**src/rtl/wkf_pkg.sv**
```systemverilog
// Package: shared types for the standby wake-up filter.
// Assumes: single-bit bus level, 1 = dominant.
package wkf_pkg;
    typedef enum logic {
        LVL_REC = 1'b0,
        LVL_DOM = 1'b1
    } bus_lvl_e;
endpackage

```
**src/rtl/wkf_persist_filter.sv**
```systemverilog
// Module: persistence filter. A raw level that differs from the accepted
// level must be sampled FILT_CYC times in a row before it becomes the new
// accepted level. Any sample equal to the accepted level restarts the count.
// Assumes: raw_i is already synchronous to clk, and FILT_CYC >= 2.
module wkf_persist_filter
    import wkf_pkg::*;
#(
    parameter int FILT_CYC = 250
) (
    input  logic     clk,
    input  logic     rst_n,
    input  logic     clr_i,
    input  bus_lvl_e raw_i,
    output bus_lvl_e lvl_o
);
    localparam int FW = $clog2(FILT_CYC + 1);
    localparam logic [FW-1:0] LAST = FW'(FILT_CYC - 1);

    bus_lvl_e      lvl_q;
    logic [FW-1:0] run_q;

    // Count the differing samples and flip the accepted level on the last one.
    always_ff @(posedge clk) begin
        if (!rst_n || clr_i) begin
            lvl_q <= LVL_REC;
            run_q <= '0;
        end else if (raw_i != lvl_q) begin
            if (run_q == LAST) begin
                lvl_q <= raw_i;
                run_q <= '0;
            end else begin
                run_q <= run_q + 1'b1;
            end
        end else begin
            run_q <= '0;
        end
    end

    assign lvl_o = lvl_q;
endmodule

```
**src/rtl/wkf_dom_timeout.sv**
```systemverilog
// Module: dominant time-out. Counts the cycles in which the accepted level
// is dominant. Sets stuck after TMO_CYC such cycles. Clears stuck and the
// count on the first cycle in which the accepted level is recessive.
// Assumes: TMO_CYC >= 2; dom_i comes straight from the filter register.
module wkf_dom_timeout #(
    parameter int TMO_CYC = 500000
) (
    input  logic clk,
    input  logic rst_n,
    input  logic clr_i,
    input  logic dom_i,
    output logic stuck_o
);
    localparam int TW = $clog2(TMO_CYC + 1);
    localparam logic [TW-1:0] LAST = TW'(TMO_CYC - 1);

    logic [TW-1:0] age_q;
    logic          stuck_q;

    // Age the dominant phase and raise stuck when it reaches the limit.
    always_ff @(posedge clk) begin
        if (!rst_n || clr_i || !dom_i) begin
            age_q   <= '0;
            stuck_q <= 1'b0;
        end else if (!stuck_q) begin
            if (age_q == LAST) begin
                stuck_q <= 1'b1;
                age_q   <= '0;
            end else begin
                age_q <= age_q + 1'b1;
            end
        end
    end

    assign stuck_o = stuck_q;
endmodule

```
**src/rtl/wkf_wake_filter.sv**
```systemverilog
// Module: top of the standby wake-up filter. The persistence filter feeds
// the dominant time-out. rxd_o is low only while the accepted level is
// dominant and no time-out has happened.
// Assumes: bus_dom_i is synchronous to clk. Leaving standby clears all state.
module wkf_wake_filter
    import wkf_pkg::*;
#(
    parameter int FILT_CYC = 250,
    parameter int TMO_CYC  = 500000
) (
    input  logic clk,
    input  logic rst_n,
    input  logic stby_en_i,
    input  logic bus_dom_i,
    output logic rxd_o,
    output logic bus_stuck_o
);
    bus_lvl_e raw_lvl;
    bus_lvl_e acc_lvl;
    logic     clr;
    logic     stuck;

    // Map the comparator bit onto the level type and derive the clear.
    always_comb begin
        raw_lvl = bus_dom_i ? LVL_DOM : LVL_REC;
        clr     = !stby_en_i;
    end

    wkf_persist_filter #(.FILT_CYC(FILT_CYC)) filt_i (
        .clk   (clk),
        .rst_n (rst_n),
        .clr_i (clr),
        .raw_i (raw_lvl),
        .lvl_o (acc_lvl)
    );

    wkf_dom_timeout #(.TMO_CYC(TMO_CYC)) tmo_i (
        .clk     (clk),
        .rst_n   (rst_n),
        .clr_i   (clr),
        .dom_i   (acc_lvl == LVL_DOM),
        .stuck_o (stuck)
    );

    // Drive the active-low wake indication and the stuck flag.
    always_comb begin
        rxd_o       = !((acc_lvl == LVL_DOM) && !stuck);
        bus_stuck_o = stuck;
    end
endmodule

```
**config.mk**
```make
export PLATFORM = sky130hd
export DESIGN_NAME = wkf_wake_filter
export DESIGN_NICKNAME = d
export VERILOG_FILES = /design/src/rtl/wkf_pkg.sv /design/src/rtl/wkf_persist_filter.sv /design/src/rtl/wkf_dom_timeout.sv /design/src/rtl/wkf_wake_filter.sv
export SDC_FILE = /design/constraint.sdc
export NUM_CORES = 1
export LEC_CHECK = 0
export ABC_CLOCK_PERIOD_IN_PS = 2000
export BUFFER_PORTS_ARGS = -buffer_cell sky130_fd_sc_hd__buf_2
export CAP_MARGIN = 30
export CORE_ASPECT_RATIO = 0.7
export CORE_MARGIN = 2
export CORE_UTILIZATION = 30
export CTS_CLUSTER_SIZE = 16
export DETAILED_ROUTE_END_ITERATION = 10
export HOLD_SLACK_MARGIN = 0.15
export PLACE_DENSITY_LB_ADDON = 0.08
export SLEW_MARGIN = 25
export SYNTH_ARGS = -nofsm -noshare
export SYNTH_HDL_FRONTEND = slang
export SYNTH_HIERARCHICAL = 1
export SYNTH_SLANG_ARGS = --single-unit
```
**constraint.sdc**
```tcl
create_clock -name clk -period 2 [get_ports clk]
set_input_delay 0.1 -clock clk [delete_from_list [all_inputs] [get_ports clk]]
set_output_delay 0.1 -clock clk [all_outputs]
set_load 0.05 [all_outputs]
```
==> results.md, run 1 <==
* Row Count at 20
* Initial antenna violation count at 0
* Worst hold start: bus_dom_i
* DRC at 0
* GRT overflow at 0
* CTS tree: yes
* Core box area at about 4400 um2
* Min-delay worst type: input port to flop
* Clock Sinks at 29
* Largest family of logic cells by synthesized area: simple AND/OR/NAND/NOR gates
* Slew @ Worst Pin at ~0.55 ns
* CP peak stage delay at between 0.5 and 0.6 ns
* Detail Route Antenna Nets at 0
* Layout cells sized above 1 at 12.9%
* Final Hold Fails at 0
* Post-Layout Cell Count at roughly 230
* Final core occ at around 36%
* Via density at 5.08
* Mux contribution to synthesized area at 0%
* Clk_skew at 0.00649 ns
* Initial cell density of the core at around a third
* Wire length on met3 at between 150 and 200 um
* H-tree Lvls at 2
* Vias in the first global route at slightly above 1k
* Met2 wire len at 1100 um
* # diodes at 0
* CTS Buf Count at 5
* Post-synth EDFFs at 0
* Min-Delay Path Depth at 4
* Tmin final at approximately 1.9 ns
* Maxcap violations at 0
* Post-CTS Setup Inserts at 0
* Post-cts gate resize count at 0
* Fin Setup TNS at 0 ns
* Post-Synth XOR/XNOR Area at roughly a tenth
* Clock slew at reported path FFs at roughly 0.060 ns
* Sw power at around 0.21 mW
* Routed WL per cell at roughly 13 um
* HPWL after detailed placement at 2160 um
* Final Max Slew Viols at 0
* Die height at 60.5 um
* Worst Reg2Reg Path Length in Cells at 5
* Syn Std Cell Area at 1370 um2
* Post-synthesis sequential area ratio at between 40% and 50%
* P_leak at between 0.5 and 0.6 nW
* Reg-to-reg endpoint: tmo_i/age_q[12]$_SDFFE_PP0N_
* Root Driver: clkbuf_8
* Internal power at ~0.86 mW
* F_max at approximately 0.52 GHz
* Seq. cell area at approximately 580 um2
* Critical path class: flop to flop
* CP Cell Sequence: ha_1 -> nand3b_1 -> or4_4 -> or3_1 -> a21oi_1
* Complex-gate fraction of the synthesized area at 10.8%
* Cts hold-fix bufs at 0
* Status: finished, final reports clean
* CP required at around 2.2 ns
* Nets at 177
* Vias at 1144
* Unique masters post-synth at 37
* Placed insts at between 200 and 250
* Post-synth top cells: dfxtp_1 (29), nor2_1 (19), nand2_1 (12)
* WL final at 2900 um
* GPL Wtd Cong at slightly above 0.8
* Combinational share of power at 1.1%
* Startpoint types: flop
* Slowest cell on crit path: or4_4
* Hold EP: filt_i/lvl_o$_SDFFE_PP0P_
* Post-synth top area cell: dfxtp_1
* Pwr/cell area at 680 nW/um2
* First-pass GRT wire length at a little under 5000 um
* Synth top area share at 42.4%
* Net Count, Synth at ~160
* Critical Path Sink Type: flop
* R2r setup slk at between 0.08 and 0.09 ns
* Pre-antenna DRT Iters at 4
* VDD IR max at around 0.0003 V
* Reg-to-reg startpoint: tmo_i/age_q[0]$_SDFFE_PP0N_
* RSZ-0062 raised after global routing: no
* Die X-Extent at between 80 and 90 um
* Worst EP arrival at ~2.1 ns
* Final WS setup at around 0.085 ns
* CTS max path bufs at 2
* Post-Synth Simple-Gate Area at between 30% and 40%
* Critical Path Fanout Max at 5
* Switching Share at between 10% and 20%
* Fillers at about 460
* Die Area at 5130 um2
* Post-Route M1 WL at 1640 um
* Port bufs at 5
* Area occupied by multi-input gates at roughly 760 um2
* Tot GR Track Use at between 10 and 15%
* Ports at 6
* Final Setup Violations at 0
* Pre-CTS WS at about 0.12 ns
* Synthesized flop and latch total at 29
* Clock network power share at between 40% and 50%
* Post-Synth Adder-Cell Area at about 2.7%
* Top cells by area, synth: dfxtp_1 (42%), xnor2_1 (5.8%), nor2_1 (5.2%)
* Relative slew slack at approximately 63%
* Most common cell in the netlist: dfxtp_1
* Iteration-0 DRC Markers at between 60 and 70
* Main synth FF type: dfxtp_1
* Syn_area_per_cell at ~8.8 um2
* Area delta synth->final at 15.0%
* Reg power frac at a little over half
* Synth Instances at approximately 160
* Final period util at ~96%
* Largest net degree at the start of global routing at 14
* DR top layer: met3
* Fraction of registers with async set/reset at 0%
* Synth warnings at 6
* Clock insertion delay at the later pin of the skew report at between 0.2 and 0.3 ns
[how the worst max path moves through the flow]
stage | from | to | depth (start not counted)
6_report | tmo_i/age_q[0]$_SDFFE_PP0N_ | tmo_i/age_q[12]$_SDFFE_PP0N_ | 5
3_3_place_gp | tmo_i/age_q[11]$_SDFFE_PP0N_ | tmo_i/age_q[3]$_SDFFE_PP0N_ | 5
5_1_grt | tmo_i/age_q[0]$_SDFFE_PP0N_ | tmo_i/age_q[12]$_SDFFE_PP0N_ | 5
4_1_cts | tmo_i/age_q[0]$_SDFFE_PP0N_ | tmo_i/age_q[12]$_SDFFE_PP0N_ | 5
2_1_floorplan | tmo_i/stuck_o$_SDFF_PP0_ | tmo_i/age_q[17]$_SDFFE_PP0N_ | 4
3_5_place_dp | tmo_i/age_q[0]$_SDFFE_PP0N_ | tmo_i/age_q[12]$_SDFFE_PP0N_ | 5
[metal layers]
metal,vias to the layer above,GRT usage [%]
li1,584,-
met1,528,18.1
met2,32,16.8
met3,0,4.49
met4,0,6.80
met5,-,0
[area by class of cell]
| cell class | count | share of cell area, % |
|---|---|---|
| multi-input cells | 119 | 48.3 |
| flip-flops and latches | 29 | 36.9 |
| clock buffers | 7 | 5.48 |
| well taps | 55 | 4.37 |
| repair buffers | 9 | 3.50 |
| inverters | 6 | 1.43 |
[cells by family after synthesis]
| logic type | Yosys count |
|---|---|
| buffers and inverters | 7 |
| AOI/OAI and AO/OA | 24 |
| xor gates and xnor gates | 16 |
| and+or+nand+nor | 76 |
| DFF | 29 |
| adders and majority gates | 3 |
[worst max-delay path: cells and delay by family (launching register included)]
kind,cells,cell delay [ns]
flops,1,0.38
simple gates,3,1.08
compound gates,1,0.16
fa+ha+maj,1,0.23
[cells in the final DEF (no fill, tap or decap), types with 6 or more instances in the layout]
| cell type | synthesis | final |
|---|---|---|
| dfxtp_1 | 29 | 29 |
| nor2_1 | 19 | 19 |
| nand2_1 | 12 | 12 |
| xnor2_1 | 9 | 9 |
| a21oi_1 | 8 | 8 |
| or3_1 | 8 | 8 |
| xor2_1 | 7 | 7 |
| inv_1 | 6 | 6 |
| clkbuf_8 | 0 | 6 |
| nand3_1 | 6 | 6 |
| o21ai_0 | 6 | 6 |
[per-stage QoR]
step           hold slack, ns  total power, mW  area (um2)
2_1_floorplan           0.310            0.600        1370
5_1_grt                 0.168             1.13        1570
3_5_place_dp            0.452            0.605        1490
6_report                0.162             1.07        1570
3_3_place_gp            0.435            0.605        1490
4_1_cts                 0.155             1.09        1570
[flip-flops by register name, indices dropped and copies added (netlist names)]
name / count
filt_i/lvl_o: 1
tmo_i/stuck_o: 1
tmo_i/age_q: 19
filt_i/run_q: 8
[power by group through the flow]
stage | Clock (mW) | Combinational (mW) | Sequential [mW]
2_1_floorplan | 0 | 0.00717 | 0.592
3_3_place_gp | 0 | 0.0119 | 0.593
3_5_place_dp | 0 | 0.0123 | 0.593
4_1_cts | 0.499 | 0.0123 | 0.580
5_1_grt | 0.538 | 0.0143 | 0.580
6_report | 0.478 | 0.0121 | 0.580
Note: power is estimated with default switching activity, not from simulation.
==> run 2: changes to the inputs <==
- ABC_CLOCK_PERIOD_IN_PS: 2000 -> 1580
- CORE_MARGIN: 2 -> not set
- clock period: 2 -> 1.58 ns (I/O delays scaled with it)
==> run 2 against run 1 <==
Effect of this change: the run now ends with negative setup slack left; combinational power increased by 54%; register-to-register slack got worse by 0.16 ns; global-route usage increased by 3.2 points; sequential share of layout area decreased by 4.9 points; worst setup slack got worse by 0.16 ns; largest cell class unchanged; highest routed layer is now met4.
==> results.md, run 2 (synthesis results as in run 1) <==
* Status: complete, but fails checks
* Failing checks: negative setup slack
* R2r setup slk at -0.08 ns (-0.16 ns)
* CTS tree: yes
* Reg power frac at 54.0% (-0.2 points)
* Vias at 1229 (+7.4%)
* Initial antenna violation count at 0 (unchanged)
* Tot GR Track Use at 15.9% (+3.2 points)
* CTS max path bufs at 2 (unchanged)
* Critical Path End: tmo_i/age_q[12]$_SDFFE_PP0N_
* Tmin final at 1.66 ns (-0.258 ns)
* Min-delay worst type: input port to flop
* Area delta synth->final at 35.3%
* H-tree Lvls at 2 (unchanged)
* F_max at 0.604 GHz (+16%)
* Final instance area at 1850 um2 (+18%)
* Vias in the first global route at 1208 (+20%)
* CP required at 1.79 ns (-0.42 ns)
* Maxcap violations at 0 (unchanged)
* Sw power at 0.307 mW (+44%)
* Reg-to-reg startpoint: tmo_i/age_q[0]$_SDFFE_PP0N_
* Clk_skew at 0.00420 ns (-0.00229 ns)
* Root Driver: clkbuf_8
* Post-Place Cell Area at 1710 um2 (+15%)
* Switching Share at 22.8% (+2.8 points)
* Reg-to-reg endpoint: tmo_i/age_q[12]$_SDFFE_PP0N_
* VDD IR max at 0.000372 V (+25%)
* Combinational share of power at 1.4% (+0.3 points)
* # diodes at 0 (unchanged)
* Top reg by flops: tmo_i/age_q
* Layout cells sized above 1 at 29.4% (+17 points)
* P_leak at 0.675 nW (+34%)
* Final Hold Fails at 0 (unchanged)
* Final period util at 105% (+9.1 points)
* Slowest cell on crit path: or4_4
* Worst EP arrival at 1.87 ns (-0.25 ns)
* Max FFs per register at 19 (unchanged)
* Pre-antenna DRT Iters at 4 (unchanged)
* Most frequent cells in the layout: buf_4 (28), dfxtp_1 (26), nor2_1 (19)
* Clock Sinks at 29 (unchanged)
* Via density at 4.88 (-4.1%)
* CP Cell Sequence: ha_4 -> nand3b_1 -> or4_4 -> or3_1 -> a21oi_1
* Critical path class: flop to flop
* Largest net degree at the start of global routing at 11 (-3)
* Internal power at 1.04 mW (+22%)
* GRT overflow at 0 (unchanged)
* Row Count at 20 (unchanged)
* DRC at 0 (unchanged)
* Worst Reg2Reg Path Length in Cells at 5 (unchanged)
* Core box area at 4350 um2 (unchanged)
* Nets at 203 (+15%)
* RSZ-0062 raised after global routing: yes
* Die X-Extent at 82.7 um (-2.4%)
* CP peak stage delay at 0.52 ns (-0.07 ns)
* Final WS setup at -0.0770 ns (-0.162 ns)
* Final Setup Violations at 5 (+5)
* Initial cell density of the core at 31.4% (unchanged)
* Critical Path Sink Type: flop
* Detail Route Antenna Nets at 0 (unchanged)
* Critical Path Fanout Max at 3 (-2)
* Clock network power share at 44.6% (about the same)
* CTS Buf Count at 5 (unchanged)
* Pwr/cell area at 728 nW/um2 (+7.1%)
* Final Max Slew Viols at 0 (unchanged)
* Die Area at 4840 um2 (-5.6%)
* Startpoint types: flop
* WL final at 3250 um (+12%)
* Iteration-0 DRC Markers at 71 (+13%)
* HPWL after detailed placement at 2370 um (+9.6%)
* Routed WL per cell at 12.9 um (+0.30%)
* Clock insertion delay at the later pin of the skew report at 0.28 ns (about the same)
* Commonest non-fill, non-tap cell in the layout: buf_4
* Slew @ Worst Pin at 0.348 ns (-0.205 ns)
* First-pass GRT wire length at 5700 um (+17%)
* Power consumption at 1.35 mW (+26%)
* Port bufs at 5 (unchanged)
* Pre-CTS WS at -0.0633 ns (-0.185 ns)
* Die height at 58.5 um (-3.3%)
* Clock slew at reported path FFs at 0.06 ns (about the same)
* Top Registers: tmo_i/age_q x19, filt_i/run_q x8
* Ports at 6 (unchanged)
* Worst hold start: stby_en_i
* GPL Wtd Cong at 0.811 (-0.34%)
* Relative slew slack at 76.6% (+14 points)
* Worst Setup SP: tmo_i/age_q[0]$_SDFFE_PP0N_
[run 2: worst min-delay path by stage]
stage	depth (start not counted)	slack (ns)	to
after global routing	4	0.19	filt_i/lvl_o$_SDFFE_PP0P_
after detailed placement	4	0.43	filt_i/lvl_o$_SDFFE_PP0P_
after CTS	4	0.17	filt_i/lvl_o$_SDFFE_PP0P_
after global placement	4	0.42	filt_i/lvl_o$_SDFFE_PP0P_
final	4	0.18	filt_i/lvl_o$_SDFFE_PP0P_
after floorplan	2	0.29	tmo_i/age_q[1]$_SDFFE_PP0N_
[run 2: repair_timing]
action	CTS	global route
pin swaps	1	3
endpoints found under the hold margin	3	0
resized for setup	1	8
hold buffers	1	0
setup buffers	0	0
endpoints found under the setup margin	12	17
[run 2: layout make-up]
| class | instances | area (um2) |
|---|---|---|
| clock buffers | 5 | 68.8 |
| clock inverters | 3 | 16.3 |
| fillers | 458 | 2500 |
| inverters | 6 | 22.5 |
| multi-input cells | 119 | 827 |
| flip-flops and latches | 29 | 592 |
| well taps | 55 | 68.8 |
| repair buffers | 35 | 256 |
[run 2: routing by layer]
| layer | GRT usage [%] | wire length [um] |
|---|---|---|
| met4 | 4.43 | 16 |
| met2 | 21.4 | 1360 |
| met5 | 0 | 0 |
| met1 | 23.8 | 1740 |
| met3 | 5.12 | 131 |
[run 2: stage by stage]
step                std cells  setup TNS [ns]  hold WS [ns]  utilization [%]
finish                    252          -0.247         0.184             42.5
global route              252           -1.00         0.194             42.5
CTS                       252          -0.282         0.171             41.6
detailed placement        243          -0.203         0.425             39.3
global placement          243           -1.36         0.420             39.3
floorplan                 155         -0.0760         0.288                -
[run 2: power by group through the flow]
| stage | sequential, mW | combinational (mW) | clock (mW) |
|---|---|---|---|
| detailed placement | 0.747 | 0.0168 | 0 |
| global placement | 0.747 | 0.0163 | 0 |
| finish | 0.729 | 0.0186 | 0.601 |
| floorplan | 0.746 | 0.00907 | 0 |
| global route | 0.728 | 0.0214 | 0.680 |
| CTS | 0.730 | 0.0188 | 0.629 |
[run 2: critical path, delay by kind of cell, from the launching register on]
family          cells  cell delay [ns]
flops               1             0.36
simple gates        3             0.96
fa+ha+maj           1             0.13
compound gates      1             0.14
